==> src/rtl/qmf_pkg.sv <==
package qmf_pkg;
  // control bits that travel with the tap reads down the pipeline
  typedef struct packed {
    logic acc;
    logic rnd;
  } qmf_ctl_t;
endpackage

==> src/rtl/qmf_lane.sv <==
module qmf_lane #(
  parameter int DW    = 10,
  parameter int CW    = 10,
  parameter int DEPTH = 16,
  localparam int SELW = $clog2(DEPTH),
  localparam int PW   = DW + CW
) (
  input  logic            clk,
  input  logic            rst,
  input  logic [DW-1:0]   din,
  input  logic            push_n,
  input  logic [SELW-1:0] sel,
  input  logic            cw_we,
  input  logic [SELW-1:0] cw_addr,
  input  logic [CW-1:0]   cw_data,
  output logic [PW-1:0]   prod_o
);
  logic signed [DW-1:0] stk [DEPTH];
  logic signed [CW-1:0] cmem [DEPTH];
  logic signed [DW-1:0] d_q;
  logic signed [CW-1:0] c_q;
  logic signed [PW-1:0] p_q;

  // sample stack: entry 0 newest, a push shifts every entry one place
  always_ff @(posedge clk) begin
    if (rst) stk[0] <= '0;
    else if (!push_n) stk[0] <= din;
  end

  for (genvar k = 1; k < DEPTH; k++) begin : g_stk
    always_ff @(posedge clk) begin
      if (rst) stk[k] <= '0;
      else if (!push_n) stk[k] <= stk[k-1];
    end
  end

  // coefficient bank: one write port and a registered read, read-first
  always_ff @(posedge clk) begin
    if (cw_we) cmem[cw_addr] <= cw_data;
    c_q <= cmem[sel];
  end

  // stage 1 sample read, stage 2 product
  always_ff @(posedge clk) begin
    if (rst) begin
      d_q <= '0;
      p_q <= '0;
    end else begin
      d_q <= stk[sel];
      p_q <= PW'(d_q) * PW'(c_q);
    end
  end

  assign prod_o = p_q;
endmodule

==> src/rtl/qmf_sum.sv <==
module qmf_sum #(
  parameter int LANES = 4,
  parameter int PW    = 20,
  localparam int SW   = PW + $clog2(LANES)
) (
  input  logic [LANES-1:0][PW-1:0] prod_i,
  output logic [SW-1:0]            sum_o
);
  logic signed [SW-1:0] acc_s;

  always_comb begin
    acc_s = '0;
    for (int l = 0; l < LANES; l++) acc_s = acc_s + SW'($signed(prod_i[l]));
  end

  assign sum_o = acc_s;
endmodule

==> src/rtl/qmf_acc.sv <==
module qmf_acc #(
  parameter int SW = 22,
  parameter int AW = 24,
  parameter int OW = 16
) (
  input  logic          clk,
  input  logic          rst,
  input  logic [SW-1:0] sum_i,
  input  logic          acc_i,
  input  logic          rnd_i,
  output logic [AW-1:0] acc_o,
  output logic [OW-1:0] hi_o,
  output logic          vld_o
);
  localparam logic signed [AW-1:0] AMAX = {1'b0, {(AW-1){1'b1}}};
  localparam logic signed [AW-1:0] AMIN = {1'b1, {(AW-1){1'b0}}};
  localparam logic signed [OW-1:0] OMAX = {1'b0, {(OW-1){1'b1}}};
  localparam logic signed [AW:0]   HALF = (AW+1)'(1) << (AW-OW-1);

  logic signed [AW-1:0] acc_q, ext, nxt;
  logic signed [AW:0]   wide, rw;
  logic signed [OW-1:0] hi_d, hi_q;
  logic                 vld_q;

  always_comb begin
    ext  = AW'($signed(sum_i));
    wide = acc_i ? ((AW+1)'(acc_q) + (AW+1)'(ext)) : (AW+1)'(ext);
    if (wide[AW] != wide[AW-1]) nxt = wide[AW] ? AMIN : AMAX;
    else                        nxt = wide[AW-1:0];
    rw = (AW+1)'(nxt) + HALF;
    if (!rnd_i)                   hi_d = nxt[AW-1 -: OW];
    else if (rw[AW] != rw[AW-1])  hi_d = OMAX;
    else                          hi_d = rw[AW-1 -: OW];
  end

  always_ff @(posedge clk) begin
    if (rst) begin
      acc_q <= '0;
      hi_q  <= '0;
      vld_q <= 1'b0;
    end else begin
      acc_q <= nxt;
      hi_q  <= hi_d;
      vld_q <= acc_i;
    end
  end

  assign acc_o = acc_q;
  assign hi_o  = hi_q;
  assign vld_o = vld_q;
endmodule

==> src/rtl/quad_mac_fir.sv <==
module quad_mac_fir
  import qmf_pkg::*;
#(
  parameter int LANES = 4,
  parameter int DW    = 10,
  parameter int CW    = 10,
  parameter int DEPTH = 16,
  parameter int AW    = 24,
  parameter int OW    = 16,
  localparam int SELW = $clog2(DEPTH),
  localparam int LSW  = $clog2(LANES)
) (
  input  logic                      clk,
  input  logic                      rst,
  input  logic [LANES-1:0][DW-1:0]  smp_in,
  input  logic [LANES-1:0]          push_n,
  input  logic [LANES-1:0][SELW-1:0] tap_sel,
  input  logic                      acc_en,
  input  logic                      rnd_en,
  input  logic                      cw_we,
  input  logic [LSW-1:0]            cw_lane,
  input  logic [SELW-1:0]           cw_addr,
  input  logic [CW-1:0]             cw_data,
  output logic [AW-1:0]             acc_out,
  output logic [OW-1:0]             rnd_out,
  output logic                      out_vld
);
  localparam int PW = DW + CW;
  localparam int SW = PW + $clog2(LANES);

  logic [LANES-1:0][PW-1:0] prod;
  logic [SW-1:0]            sum;
  qmf_ctl_t                 ctl1, ctl2;

  for (genvar l = 0; l < LANES; l++) begin : g_lane
    qmf_lane #(.DW(DW), .CW(CW), .DEPTH(DEPTH)) u_lane (
      .clk     (clk),
      .rst     (rst),
      .din     (smp_in[l]),
      .push_n  (push_n[l]),
      .sel     (tap_sel[l]),
      .cw_we   (cw_we && (cw_lane == LSW'(l))),
      .cw_addr (cw_addr),
      .cw_data (cw_data),
      .prod_o  (prod[l])
    );
  end

  // controls follow the two lane stages
  always_ff @(posedge clk) begin
    if (rst) begin
      ctl1 <= '0;
      ctl2 <= '0;
    end else begin
      ctl1 <= '{acc: acc_en, rnd: rnd_en};
      ctl2 <= ctl1;
    end
  end

  qmf_sum #(.LANES(LANES), .PW(PW)) u_sum (
    .prod_i (prod),
    .sum_o  (sum)
  );

  qmf_acc #(.SW(SW), .AW(AW), .OW(OW)) u_acc (
    .clk   (clk),
    .rst   (rst),
    .sum_i (sum),
    .acc_i (ctl2.acc),
    .rnd_i (ctl2.rnd),
    .acc_o (acc_out),
    .hi_o  (rnd_out),
    .vld_o (out_vld)
  );
endmodule

==> config.mk <==
export PLATFORM = sky130hd
export DESIGN_NAME = quad_mac_fir
export DESIGN_NICKNAME = d
export VERILOG_FILES = /design/src/rtl/qmf_pkg.sv /design/src/rtl/qmf_lane.sv /design/src/rtl/qmf_sum.sv /design/src/rtl/qmf_acc.sv /design/src/rtl/quad_mac_fir.sv
export SDC_FILE = /design/constraint.sdc
export NUM_CORES = 2
export LEC_CHECK = 0
export ABC_CLOCK_PERIOD_IN_PS = 17240
export BUFFER_PORTS_ARGS = -buffer_cell sky130_fd_sc_hd__buf_2
export CORE_ASPECT_RATIO = 0.5
export CORE_MARGIN = 2
export CORE_UTILIZATION = 56
export DETAILED_ROUTE_END_ITERATION = 8
export GPL_TIMING_DRIVEN = 1
export PLACE_DENSITY_LB_ADDON = 0.15
export SLEW_MARGIN = 20
export SYNTH_ARGS = -nofsm -noshare
export SYNTH_HDL_FRONTEND = slang
export SYNTH_SLANG_ARGS = --single-unit
export TNS_END_PERCENT = 5
==> constraint.sdc <==
create_clock -name clk -period 17.24 [get_ports clk]
set_clock_uncertainty 0.15 [all_clocks]
set_input_delay 1.724 -clock clk [delete_from_list [all_inputs] [get_ports clk]]
set_output_delay 1.724 -clock clk [all_outputs]
set_load 0.01 [all_outputs]
==> key figures <==
Status
  – Status: complete, no violations

Worst setup path
  – CP Capture Type: register
  – Number of cells on the critical path: 36
  – Reg2Reg Depth: 36
  – Slowest CP cell: clkinv_1
  – Worst Path Buf+Inv: 3
  – Startpoint types: register
  – CP required: 17,710 ps
  – Cell family with most CP delay: compound AO/OA/AOI/OAI gates
  – Path type of the worst setup path: reg -> reg
  – CP peak stage delay: 660 ps
  – Crit-path max FO: 19
  – CP arrival: 10,270 ps
  – Setup slack, reg-to-reg: 7440 ps

Placement
  – DP HPWL: 112,000 um
  – Placer Congestion: 0.868
  – DP Area: 80,000 um^2
  – Buffers on Ports: 121
  – Worst Setup Slack post-DPL: 7510 ps

Floorplanning
  – Chip Width: 531 um
  – Row Count: 96
  – Initial Utilization: 56.6%
  – DIE HEIGHT: 267 um
  – I/O pin total: 122
  – Core box area: 137,000 um^2
  – Die area: 142,000 um^2

Logic synthesis
  – Syn Inst Count: 5,343
  – Post-Syn Area: 77,800 um^2
  – Synthesized area per cell: 14.6 um^2
  – Sequential fraction of the synthesis area: 54.7%
  – Synthesized flop and latch total: 1,485
  – Post-synth EDFFs: 1,280
  – Number of synthesis warnings: 0
  – FFs w/ async S/R, synth: 0%
  – Post-Syn Nets: 6,079
  – Ys flop type: edfxtp_1
  – Post-synth cell types: 92

Clocking
  – Count of hold-fix buffers inserted at cts: 0
  – Max Root-Sink Buffers: 4
  – Htree depth: 4
  – Clock Sinks: 1,485
  – Root buffer cell: clkbuf_16
  – Post-cts sizing count: 0
  – Number of setup buffers added after CTS: 0
  – TritonCTS Buffers: 141
  – Clock latency on the worst-skew pair: 770 ps
  – TritonCTS clock tree: yes
  – Worst-path clk slew: 70 ps

Power
  – Reg power frac: 28.8%
  – Pint: 8740 uW
  – Leak Pwr: 0.0322 uW
  – Net Sw Frac: 42.1%
  – VDD IR max: 0.000373 V
  – Switching power: 6340 uW
  – Clock power frac: 20.3%
  – Combinational Power Share: 50.8%
  – P per Cell Area: 179 nW/um^2

Global route
  – First-pass GRT wire length: 260,000 um
  – GRT Overall Usage: 24.0%
  – GRT overflow: 0
  – Vias in the first global route: 43,900
  – Initial antenna violation count: 24
  – Largest net degree at the start of global routing: 161

Route
  – DR DRC count: 0
  – Detailed Routing Iterations Pass 1: 5
  – Number of antenna-violating nets in the routed design: 0
  – Initial DRC count: 4,142
  – DR vias: 42,500
  – Wire length per cell: 22.7 um
  – Via/cell ratio: 5.80
  – Routed Wire Length: 166,000 um

Layout
  – Most common cell after layout, fill and taps aside: edfxtp_1
  – Most frequent cells in the layout: edfxtp_1, and2_1, inv_1
  – P&R area growth vs syn: 8.61%
  – Fill cells: 10,300
  – Util after Layout: 61.5%
  – Fin area: 84,500 um^2
  – Layout cell share with drive strength beyond 1: 14.5%
  – Nets: 6,100

Worst hold path
  – WHS Path Cells: 1
  – Hold WC Path Type: reg -> reg

STA
  – Setup ws final: 7440 ps
  – Setup TNS: 0 ps
  – Final Hold Vio Count: 0
  – Period utilisation layout: 56.8%
  – Slew HR: 23.4%
  – RSZ-0062 raised after global routing: false
  – # setup viols final: 0
  – Slew Limit Fails: 0
  – Hold_ws: 308 ps
  – Fmax: 102 MHz
  – Fin crit period: 9800 ps
  – Worst-Margin Slew: 1150 ps

Run
  – Max_cap viols: 0
power groups by stage:
stage               combinational [uW]  sequential [uW]  clock (uW)
floorplan                         5680             4360           0
global placement                  7490             4410           0
detailed placement                7580             4420           0
CTS                               7630             4350        3120
global route                      8500             4370        3260
finish                            7670             4350        3070
flip-flops by register name, summed over array words and instances (netlist names):
name                  flops
g_lane.u_lane.cmem      640
g_lane.u_lane.d_q        40
g_lane.u_lane.c_q        40
u_acc.vld_o               1
ctl1                      2
g_lane.u_lane.stk       640
u_acc.acc_o              24
g_lane.u_lane.prod_o     80
u_acc.hi_o               16
ctl2                      2
worst register-to-register path, delay by kind of cell, from the launching register on:
family                   cells  cell delay, ps
AO/OA/AOI/OAI               13            2920
XOR/XNOR                     3             410
adder cells (fa/ha/maj)      6            2590
buffers and inverters        3             760
flip-flops                   1             310
multiplexers                 1              70
AND/OR/NAND/NOR             10            2440
metal layers:
metal	GRT usage, %	vias to the layer above	routed length, um
li1	-	19000	-
met1	36.4	22000	76100
met2	36.0	1334	74500
met3	4.91	222	12500
met4	4.99	2	3010
met5	0	-	13
kinds of logic after synthesis:
logic type / Yosys count / synth area share, %
flops: 1485 / 54.7
fa+ha+maj: 655 / 14.5
compound gates: 329 / 2.86
mux: 406 / 11.7
xor+xnor: 125 / 1.41
buf+inv: 757 / 3.67
simple gates: 1586 / 11.2
area by class of cell:
type / count / area [um^2] / share of cell area, %
inverter: 490 / 1840 / 2.18
sequential: 1485 / 42500 / 50.4
clock inverter: 71 / 654 / 0.775
clock buffer: 174 / 3740 / 4.43
timing repair buffer: 145 / 870 / 1.03
multi-input combinational: 3101 / 32500 / 38.4
tap: 1862 / 2330 / 2.76
antenna: 5 / 12.5 / 0.0148
path summary, 6_finish.rpt:
kind	start	end
setup / recovery	g_lane[0].u_lane.prod_o[2]$_SDFF_PP0_	u_acc.hi_o[12]$_SDFF_PP0_
hold / removal	ctl1[0]$_SDFF_PP0_	ctl2[0]$_SDFF_PP0_
setup reg to reg	g_lane[0].u_lane.prod_o[2]$_SDFF_PP0_	u_acc.hi_o[12]$_SDFF_PP0_
hold reg to reg	ctl1[0]$_SDFF_PP0_	ctl2[0]$_SDFF_PP0_
metrics by stage:
| stage | std cells | power, uW |
|---|---|---|
| 2_1_floorplan | 5343 | 10000 |
| 6_report | 7333 | 15100 |
| 3_3_place_gp | 7082 | 11900 |
| 3_5_place_dp | 7082 | 12000 |
| 5_1_grt | 7331 | 16100 |
| 4_1_cts | 7327 | 15100 |
synth_stat cells (all sizes together) (13+ instances only):
master     n  share of area [%]
o21ai     46               0.30
nor3      32               0.21
edfxtp  1280                 49
nand3     40               0.26
nor2b     76               0.61
xnor2     90                1.0
a31oi     14               0.11
o211ai    17               0.18
xor2      35               0.39
a21o      32               0.31
a21oi    117               0.78
ha       249                4.0
nand2    285                1.4
nor2     202               0.98
dfxtp    205                5.3
nand2b    50               0.40
and3      14               0.11
and2     818                6.6
o21bai    13               0.13
fa       406                 10
clkbuf   235                1.1
buf       32               0.17
mux4     400                 12
inv      488                2.4
(Power assumes the default switching activity.)
